### src/rtl/gpr_pkg.sv
package gpr_pkg;
   // Symbolic pointer select codes used at the default configuration.
   typedef enum logic [1:0] {
      PTR_X    = 2'd0,
      PTR_Y    = 2'd1,
      PTR_Z    = 2'd2,
      PTR_NONE = 2'd3
   } ptr_sel_e;

   localparam int unsigned GPR_DEF_REGS   = 32;
   localparam int unsigned GPR_DEF_WIDTH  = 8;
   localparam int unsigned GPR_DEF_DS_W   = 16;
   localparam int unsigned GPR_DEF_PBASE  = 26;
   localparam int unsigned GPR_DEF_NPTRS  = 3;

   // Index of the low byte of pointer p.
   function automatic int unsigned pair_low(int unsigned base, int unsigned p);
      return base + 2 * p;
   endfunction
endpackage

### src/rtl/gpr_ds_decode.sv
module gpr_ds_decode #(
   parameter int unsigned ADDR_W   = 16,
   parameter int unsigned NUM_REGS = 32,
   localparam int unsigned IDX_W   = $clog2(NUM_REGS)
) (
   input  logic [ADDR_W-1:0] addr,
   input  logic              rd,
   input  logic              wr,
   output logic              rd_hit,
   output logic              wr_hit,
   output logic              not_reg,
   output logic [IDX_W-1:0]  idx
);
   localparam logic [ADDR_W-1:0] LIMIT = ADDR_W'(NUM_REGS);

   if (NUM_REGS >= (1 << ADDR_W)) begin : g_bad_window
      $error("register window does not fit the data address width");
   end

   logic in_file;

   always_comb begin
      in_file = (addr < LIMIT);
      rd_hit  = rd & in_file;
      wr_hit  = wr & in_file;
      not_reg = (rd | wr) & ~in_file;
      idx     = addr[IDX_W-1:0];
   end
endmodule

### src/rtl/gpr_read_mux.sv
module gpr_read_mux #(
   parameter int unsigned NUM_REGS = 32,
   parameter int unsigned DATA_W   = 8,
   localparam int unsigned IDX_W   = $clog2(NUM_REGS)
) (
   input  logic [NUM_REGS-1:0][DATA_W-1:0] regs,
   input  logic [IDX_W-1:0]                idx,
   output logic [DATA_W-1:0]               data
);
   if ((1 << IDX_W) == NUM_REGS) begin : g_pow2
      assign data = regs[idx];
   end else begin : g_guarded
      localparam logic [IDX_W-1:0] TOP = IDX_W'(NUM_REGS - 1);
      always_comb begin
         data = '0;
         if (idx <= TOP) data = regs[idx];
      end
   end
endmodule

### src/rtl/gpr_cell_array.sv
module gpr_cell_array #(
   parameter int unsigned NUM_REGS = 32,
   parameter int unsigned DATA_W   = 8,
   parameter int unsigned PTR_BASE = 26,
   parameter int unsigned NUM_PTRS = 3,
   localparam int unsigned IDX_W   = $clog2(NUM_REGS),
   localparam int unsigned SEL_W   = $clog2(NUM_PTRS + 1)
) (
   input  logic                            clk,
   input  logic                            rst,
   input  logic                            alu_we,
   input  logic [IDX_W-1:0]                alu_idx,
   input  logic [DATA_W-1:0]               alu_data,
   input  logic                            ds_we,
   input  logic [IDX_W-1:0]                ds_idx,
   input  logic [DATA_W-1:0]               ds_data,
   input  logic                            ptr_we,
   input  logic [SEL_W-1:0]                ptr_sel,
   input  logic [2*DATA_W-1:0]             ptr_data,
   output logic [NUM_REGS-1:0][DATA_W-1:0] regs
);
   localparam int unsigned PTR_END = PTR_BASE + 2 * NUM_PTRS;

   for (genvar i = 0; i < NUM_REGS; i++) begin : g_cell
      logic [DATA_W-1:0] q;
      logic [DATA_W-1:0] d;
      logic              we;
      logic              ptr_hit;
      logic [DATA_W-1:0] ptr_byte;

      if (i >= PTR_BASE && i < PTR_END) begin : g_paired
         localparam int unsigned PIDX = (i - PTR_BASE) / 2;
         localparam bit          HIGH = ((i - PTR_BASE) % 2) == 1;
         assign ptr_hit  = ptr_we && (ptr_sel == SEL_W'(PIDX));
         assign ptr_byte = HIGH ? ptr_data[2*DATA_W-1:DATA_W] : ptr_data[DATA_W-1:0];
      end else begin : g_plain
         assign ptr_hit  = 1'b0;
         assign ptr_byte = '0;
      end

      // Lowest priority first; later assignments override.
      always_comb begin
         we = 1'b0;
         d  = '0;
         if (ptr_hit) begin
            we = 1'b1;
            d  = ptr_byte;
         end
         if (alu_we && alu_idx == IDX_W'(i)) begin
            we = 1'b1;
            d  = alu_data;
         end
         if (ds_we && ds_idx == IDX_W'(i)) begin
            we = 1'b1;
            d  = ds_data;
         end
      end

      always_ff @(posedge clk) begin
         if (rst)     q <= '0;
         else if (we) q <= d;
      end

      assign regs[i] = q;
   end
endmodule

### src/rtl/gpr_file.sv
module gpr_file #(
   parameter int unsigned NUM_REGS  = gpr_pkg::GPR_DEF_REGS,
   parameter int unsigned DATA_W    = gpr_pkg::GPR_DEF_WIDTH,
   parameter int unsigned DS_ADDR_W = gpr_pkg::GPR_DEF_DS_W,
   parameter int unsigned PTR_BASE  = gpr_pkg::GPR_DEF_PBASE,
   parameter int unsigned NUM_PTRS  = gpr_pkg::GPR_DEF_NPTRS,
   localparam int unsigned IDX_W    = $clog2(NUM_REGS),
   localparam int unsigned SEL_W    = $clog2(NUM_PTRS + 1)
) (
   input  logic                 clk,
   input  logic                 rst,
   input  logic [IDX_W-1:0]     rd_a_idx,
   output logic [DATA_W-1:0]    rd_a_data,
   input  logic [IDX_W-1:0]     rd_b_idx,
   output logic [DATA_W-1:0]    rd_b_data,
   input  logic                 wr_en,
   input  logic [IDX_W-1:0]     wr_idx,
   input  logic [DATA_W-1:0]    wr_data,
   input  logic [SEL_W-1:0]     ptr_rd_sel,
   output logic [2*DATA_W-1:0]  ptr_rd_data,
   input  logic                 ptr_wr_en,
   input  logic [SEL_W-1:0]     ptr_wr_sel,
   input  logic [2*DATA_W-1:0]  ptr_wr_data,
   output logic [2*DATA_W-1:0]  zptr,
   input  logic [DS_ADDR_W-1:0] ds_addr,
   input  logic                 ds_rd,
   input  logic                 ds_wr,
   input  logic [DATA_W-1:0]    ds_wdata,
   output logic [DATA_W-1:0]    ds_rdata,
   output logic                 ds_not_reg
);
   localparam int unsigned SEL_CODES = 1 << SEL_W;

   // Elaboration-time parameter checks.
   if (NUM_REGS < 2) begin : g_chk_regs
      $error("NUM_REGS must be at least 2");
   end
   if (NUM_PTRS < 1) begin : g_chk_nptr
      $error("NUM_PTRS must be at least 1");
   end
   if (PTR_BASE % 2 != 0) begin : g_chk_align
      $error("PTR_BASE must be even");
   end
   if (gpr_pkg::pair_low(PTR_BASE, NUM_PTRS) > NUM_REGS) begin : g_chk_fit
      $error("pointer pairs exceed the register file");
   end

   logic [NUM_REGS-1:0][DATA_W-1:0] regs;
   logic                            ds_rd_hit;
   logic                            ds_wr_hit;
   logic [IDX_W-1:0]                ds_idx;
   logic [DATA_W-1:0]               ds_mux;

   gpr_ds_decode #(.ADDR_W(DS_ADDR_W), .NUM_REGS(NUM_REGS)) u_dec (
      .addr    (ds_addr),
      .rd      (ds_rd),
      .wr      (ds_wr),
      .rd_hit  (ds_rd_hit),
      .wr_hit  (ds_wr_hit),
      .not_reg (ds_not_reg),
      .idx     (ds_idx)
   );

   gpr_cell_array #(
      .NUM_REGS (NUM_REGS),
      .DATA_W   (DATA_W),
      .PTR_BASE (PTR_BASE),
      .NUM_PTRS (NUM_PTRS)
   ) u_cells (
      .clk      (clk),
      .rst      (rst),
      .alu_we   (wr_en),
      .alu_idx  (wr_idx),
      .alu_data (wr_data),
      .ds_we    (ds_wr_hit),
      .ds_idx   (ds_idx),
      .ds_data  (ds_wdata),
      .ptr_we   (ptr_wr_en),
      .ptr_sel  (ptr_wr_sel),
      .ptr_data (ptr_wr_data),
      .regs     (regs)
   );

   gpr_read_mux #(.NUM_REGS(NUM_REGS), .DATA_W(DATA_W)) u_rd_a (
      .regs (regs), .idx (rd_a_idx), .data (rd_a_data)
   );
   gpr_read_mux #(.NUM_REGS(NUM_REGS), .DATA_W(DATA_W)) u_rd_b (
      .regs (regs), .idx (rd_b_idx), .data (rd_b_data)
   );
   gpr_read_mux #(.NUM_REGS(NUM_REGS), .DATA_W(DATA_W)) u_rd_ds (
      .regs (regs), .idx (ds_idx), .data (ds_mux)
   );

   assign ds_rdata = ds_rd_hit ? ds_mux : '0;

   // Pointer word view; unused select codes read as zero.
   logic [2*DATA_W-1:0] ptr_words [SEL_CODES];

   for (genvar p = 0; p < SEL_CODES; p++) begin : g_pword
      if (p < NUM_PTRS) begin : g_live
         localparam int unsigned LO = gpr_pkg::pair_low(PTR_BASE, p);
         assign ptr_words[p] = {regs[LO+1], regs[LO]};
      end else begin : g_dead
         assign ptr_words[p] = '0;
      end
   end

   assign ptr_rd_data = ptr_words[ptr_rd_sel];
   assign zptr        = ptr_words[NUM_PTRS-1];
endmodule

### config.mk
export PLATFORM = sky130hd
export DESIGN_NAME = gpr_file
export DESIGN_NICKNAME = d
export VERILOG_FILES = /design/src/rtl/gpr_pkg.sv /design/src/rtl/gpr_ds_decode.sv /design/src/rtl/gpr_read_mux.sv /design/src/rtl/gpr_cell_array.sv /design/src/rtl/gpr_file.sv
export SDC_FILE = /design/constraint.sdc
export NUM_CORES = 1
export LEC_CHECK = 0
export BUFFER_PORTS_ARGS = -buffer_cell sky130_fd_sc_hd__buf_2
export CAP_MARGIN = 20
export CELL_PAD_IN_SITES_DETAIL_PLACEMENT = 1
export CELL_PAD_IN_SITES_GLOBAL_PLACEMENT = 1
export CORE_MARGIN = 3
export CORE_UTILIZATION = 48
export DETAILED_ROUTE_END_ITERATION = 12
export GPL_TIMING_DRIVEN = 1
export PLACE_DENSITY = 0.85
export SYNTH_ARGS = -nofsm -noshare
export SYNTH_HDL_FRONTEND = slang
export SYNTH_SLANG_ARGS = --single-unit
### constraint.sdc
create_clock -name clk -period 3 [get_ports clk]
set_clock_uncertainty 0.1 [all_clocks]
set_input_delay 0.6 -clock clk [delete_from_list [all_inputs] [get_ports clk]]
set_output_delay 0.6 -clock clk [all_outputs]
set_load 0.05 [all_outputs]
==> impl_metrics.toml, run 1 <==
[outcome]
status = "finished with violations"
violations = "setup timing"

[place]
gp_congestion = 1.06
place_hpwl_um = 81900
port_buffers = 129
dp.cells = 2949
place_area_um2 = 22900

[floorplan]
initial_core_util_pct = 48.8
io_pins = 130
coreArea_um2 = 39900
die_w_um = 207
dieArea_um2 = 43000
fp.dieH_um = 207
num_rows = 73

[yosys]
yosys.area.top_type = "dfxtp_1"
yosys_register_bits = 256
syn-num-nets = 2298
netlist_area_um2 = 19500
synthTopCellsByCount = "465 x mux2i_1, 256 x dfxtp_1, 253 x nor2_1"
synth.most_common_cell = "mux2i_1"
syn_avg_cell_area_um2 = 8.75
synth_top_area_share_pct = 26.3
yosysWarningCount = 0
ys.flop_type = "dfxtp_1"
synth_cell_types = 41
synth_area_leaders = "dfxtp_1 26%, mux2i_1 24%, a211oi_1 8.0%"
ys_seq_area_share_pct = 26.3
syn_inst = 2225
synthArstFlopShare_pct = 0
synth-edff-count = 0

[worst_setup_path]
critPathKind = "flip-flop to primary output"
arrival_ns = 2.46
worstPathMaxFanout = 4
critPathCaptureType = "primary output"
cp-start-kind = "flip-flop"
required_ns = 2.30

[route]
dr.first_iter.drc_count = 2490
wl_per_cell_um = 36.6
routed-via-count = 21795
viasPerCell = 7.22
drc = 0
drt-total-wl_um = 111000
firstDrtPassIters = 5
antenna_left = 0

[pwr]
irDropWorstVdd_v = 0.000462
internal-power_w = 0.00656
p_switching_w = 0.00307
pwr-share-seq_pct = 36.5
switching_share_pct = 31.9
p_leak_nw = 10.5
pwr-share-clk_pct = 41.9
p_comb_share_pct = 21.5
powerDensity_nw_per_um2 = 391

[clock_tree]
clk_path_buf_depth = 3
numCtsBuffers = 30
tritoncts = "built"
cts.htree.levels = 1
cts_hold_buffers = 0
cts-root-buf = "clkbuf_16"
clock_sinks = 256
clk_latency_ns = 0.59
path_clk_slew_ns = 0.07

[global_route]
grt_overflow = 0
grt_pass1_vias = 22401
antenna_found_initial = 4
grt_max_degree = 95
grt_pass1_wl_um = 159000
grt.total_usage_pct = 49.5

[cells_and_area]
drive_gt1_share_pct = 33.3
stdcell_count = 3019
final_area_um2 = 24600
nets = 2542
postLayoutCoreUtil_pct = 61.7
area_delta_synth_final_pct = 26.5
largest_reg_flops = 256
reg_top3 = "u_cells.g_cell.q: 256 flops"
regMostFlops = "u_cells.g_cell.q"

[run]
maxCapViolCount = 0

[sta]
rsz0062_at_grt = "yes"
slew_headroom_pct = 45.1
timing.setup.tns_ns = -0.546
timing.fmax_ghz = 0.316
period_share_pct = 105
maxSlewViolCount = 0
hold-worst-slack_ns = 0.347
setup_slack_ns = -0.164
tightest_slew_ns = 0.819
finalSetupViolCount = 10
fin_crit_ns = 3.16
hold_violations = 0

[worst_hold_path]
hp-class = "input pin to flip-flop"
-- power by group through the flow --
stage / clock network (W) / registers, W / logic (W)
after global placement: 0 / 0.00359 / 0.00188
after detailed placement: 0 / 0.00359 / 0.00191
final: 0.00404 / 0.00352 / 0.00207
after global routing: 0.00417 / 0.00351 / 0.00211
after floorplan: 0 / 0.00356 / 0.00107
after CTS: 0.00401 / 0.00351 / 0.00197
-- area by class of cell --
type / count / area (um2)
repair buffers: 459 / 3870
clock inverters: 10 / 139
flip-flops and latches: 256 / 5250
diodes: 2 / 5.00
well taps: 525 / 657
multi-input cells: 1722 / 13800
clock buffers: 45 / 918
fillers: 4522 / 15300
-- final timing paths --
path	startpoint	end	slack (ns)	depth (start not counted)
worst min-delay path	wr_data[6]	u_cells.g_cell[16].q[6]	0.35	3
worst max register to register	u_cells.g_cell[11].q[4]	u_cells.g_cell[11].q[4]	1.67	4
worst min register to register	u_cells.g_cell[13].q[2]	u_cells.g_cell[13].q[2]	0.50	2
worst max-delay path	u_cells.g_cell[16].q[5]	ds_rdata[5]	-0.16	6
-- critical path, stage by stage (launching register included) --
cell       delay [ns]
dfxtp_4          0.39
mux4_2           0.48
mux2_4           0.31
o22ai_4          0.28
buf_6            0.15
a2111oi_4        0.04
buf_6            0.21
-- cells by family (layout without fill, tap and decap cells) --
| family | after synthesis | in the layout | share of synthesized area, % |
|---|---|---|---|
| AOI/OAI and AO/OA | 479 | 479 | 17.3 |
| other | 0 | 2 | 0 |
| and+or+nand+nor | 628 | 628 | 14.6 |
| buffers and inverters | 247 | 514 | 5.48 |
| DFF | 256 | 256 | 26.3 |
| muxes | 615 | 615 | 36.3 |
-- timing repair --
action                                  in CTS  in global routing
gates cloned                                 4                  0
endpoints found under the setup margin      17                 18
pin swaps                                    8                 14
buffers inserted                             2                  7
hold endpoints to repair                     0                  0
resized for setup                          124                 58
-- stage by stage --
| step | setup WS, ns | power, W |
|---|---|---|
| 6_report | -0.164 | 0.00963 |
| 3_3_place_gp | -0.305 | 0.00547 |
| 3_5_place_dp | -0.324 | 0.00550 |
| 5_1_grt | -0.160 | 0.00979 |
| 2_1_floorplan | -0.0523 | 0.00463 |
| 4_1_cts | -0.0681 | 0.00949 |
-- layout by cell type, fill, tap and decap left out, types with 47 or more instances in the layout --
cell type / netlist / layout
mux2i_1: 465 / 464
buf_4: 20 / 293
nor2_1: 253 / 250
a211oi_1: 207 / 207
nand2_1: 198 / 197
dfxtp_1: 256 / 171
buf_2: 52 / 102
a21oi_1: 88 / 88
mux2_2: 86 / 82
dfxtp_2: 0 / 76
mux4_2: 64 / 64
o211ai_1: 48 / 48
a22oi_1: 48 / 47
-- layer usage --
metal  track usage [%]  routed length [um]  up-vias  share of wire, %
met5                 0                  30        -             0.027
met4              40.1               12100        4                11
met3              11.4               11000      623                10
met2              77.9               48700     1606                44
met1              57.8               38800    10756                35
li1                  -                   -     8806                 -
Power figures use the tool's default switching activity.
==> inputs of run 2 (changes only) <==
Settings changed: CORE_UTILIZATION 48 to 44, MAX_ROUTING_LAYER from default to met4, PLACE_DENSITY 0.85 to 0.78, SYNTH_HIERARCHICAL from default to 1.
==> impl_metrics.toml, run 2 <==
[sta]
timing.setup.tns_ns = -7.60
fin_crit_ns = 3.42
tightest_slew_ns = 1.08
timing.fmax_ghz = 0.292
slew_headroom_pct = 27.3
finalSetupViolCount = 24
period_share_pct = 114
rsz0062_at_grt = "yes"
hold-worst-slack_ns = 0.296
setup_slack_ns = -0.420
hold_violations = 0
maxSlewViolCount = 0

[outcome]
violations = "setup timing"
status = "finished with violations"

[place]
gp_congestion = 1.10
place_hpwl_um = 68200
dpl_worst_slack_ns = -0.477
port_buffers = 129

[yosys]
synthArstFlopShare_pct = 0
syn_avg_cell_area_um2 = 9.32
syn-num-nets = 2082
yosysWarningCount = 6
synth_cell_types = 51
synth_top_area_share_pct = 28.9
syn_inst = 2009
ys_seq_area_share_pct = 27.4
synth.most_common_cell = "nand2_1"
netlist_area_um2 = 18700
synth_area_leaders = "mux4_2 29%, dfxtp_1 27%, a311oi_1 10%"
yosys_register_bits = 256
ys.flop_type = "dfxtp_1"
synthTopCellsByCount = "470 x nand2_1, 288 x nor2_1, 256 x dfxtp_1"
synth-edff-count = 0
yosys.area.top_type = "mux4_2"

[cells_and_area]
largest_reg_flops = 256
register_area_um2 = 5250
final_cell_mix = "470 x nand2_1, 288 x nor2_1, 240 x mux4_2, 223 x a311oi_1, 188 x dfxtp_1"
reg_top3 = "u_cells/g_cell.q: 256 flops"
layout_commonest_cell = "nand2_1"
nets = 2276
drive_gt1_share_pct = 35.2
area_delta_synth_final_pct = 25.2
num-fill-cells = 4571
regMostFlops = "u_cells/g_cell.q"
multi_input_area_um2 = 12600

[worst_setup_path]
critPathCaptureType = "primary output"
critPathKind = "flip-flop to primary output"
worstRegToRegCells = 3
worstPathMaxFanout = 4
required_ns = 2.30
cp-start-kind = "flip-flop"
arrival_ns = 2.72
r2r_setup_slack_ns = 1.76

[route]
wl_per_cell_um = 35.8
dr.first_iter.drc_count = 3525
antenna_left = 0
drc = 0
firstDrtPassIters = 8
drt-total-wl_um = 98700
viasPerCell = 7.61
routed-via-count = 20985

[floorplan]
coreArea_um2 = 41500
initial_core_util_pct = 45.2
io_pins = 130
num_rows = 74
fp.dieH_um = 212
die_w_um = 212
dieArea_um2 = 45100

[global_route]
grt_pass1_vias = 20687
grt.total_usage_pct = 43.4
grt_overflow = 0
grt_pass1_wl_um = 140000
grt_max_degree = 104
grt_util_met1_pct = 56.3
grtUsageMet3_pct = 13.3
grtUsageMet2_pct = 62.2
antenna_found_initial = 4
gr-max-usage-layer = "met2"

[pwr]
powerDensity_nw_per_um2 = 395
irDropWorstVdd_v = 0.000454
p_total_w = 0.00928
p_leak_nw = 8.19

[run]
maxCapViolCount = 0

[clock_tree]
cts.htree.levels = 1
clk_path_buf_depth = 3
tritoncts = "built"
clock_sinks = 256
numCtsBuffers = 31
clk_latency_ns = 0.59
cts_hold_buffers = 0
cts-root-buf = "clkbuf_16"
path_clk_slew_ns = 0.06

[worst_hold_path]
holdPathStages = 3
hp-class = "input pin to flip-flop"
## run 2: changes by cell type after synthesis, moves of 85 or more
cell	before	now
a311oi_1	0	223
a21oi_1	88	3
nand2_1	198	470
mux4_2	64	240
a211oi_1	207	24
mux2i_1	465	23
## run 2: where the power goes
group	switching [W]	total, W	internal, W
Combinational	0.000964	0.00156	0.000591
Sequential	0.000107	0.00355	0.00344
Clock	0.00165	0.00417	0.00253
Total	0.00272	0.00928	0.00656
## run 2: cell type report
class	instances	area share [%]
inverter	35	0.560
clock inverter	9	0.800
antenna	5	0.0533
clock buffer	43	3.88
tap	532	2.84
sequential	256	22.4
timing repair buffer	372	15.6
multi-input combinational	1507	53.9
## run 2: final timing paths
check | end | from
setup / recovery | ds_rdata[0] | u_cells/g_cell[0].q[0]
hold / removal | u_cells/g_cell[28].q[5] | ds_wdata[5]
setup reg to reg | u_cells/g_cell[29].q[4] | u_cells/g_cell[29].q[4]
hold reg to reg | u_cells/g_cell[29].q[3] | u_cells/g_cell[29].q[3]
## run 2: worst max-delay path, cell delays in order (launching register included)
cell	delay, ns
dfxtp_1	0.39
mux4_2	0.49
mux4_2	0.61
mux2_4	0.33
and2_4	0.16
buf_6	0.14
## run 2: layer usage
metal | share of wire, % | vias up | routed length [um]
met3 | 15 | 491 | 15000
met4 | 6.7 | 0 | 6650
met5 | 0 | - | 0
met2 | 42 | 1954 | 41700
met1 | 36 | 10458 | 35500
li1 | - | 8082 | -
## run 2: stage by stage
stage / util (%) / cell area [um2] / instances
after floorplan: - / 18900 / 2009
after global placement: 51.3 / 21300 / 2671
after detailed placement: 51.3 / 21300 / 2671
after CTS: 56.0 / 23200 / 2746
after global routing: 56.6 / 23500 / 2759
final: 56.6 / 23500 / 2759
## run 2: logic make-up (layout without fill, tap and decap cells)
family / after synthesis / after routing / synth area share (%)
compound gates: 325 / 325 / 15.0
buf+inv: 246 / 459 / 5.81
flops: 256 / 256 / 27.4
mux: 287 / 287 / 31.5
other cells: 0 / 5 / 0
simple gates: 895 / 895 / 20.3
## run 2: timing repair
| item | 4_1_cts | 5_1_grt |
|---|---|---|
| pin swaps | 1 | 0 |
| cloned | 7 | 6 |
| endpoints found under the setup margin | 24 | 24 |
| gates resized for setup | 195 | 20 |
| setup buffers | 16 | 2 |
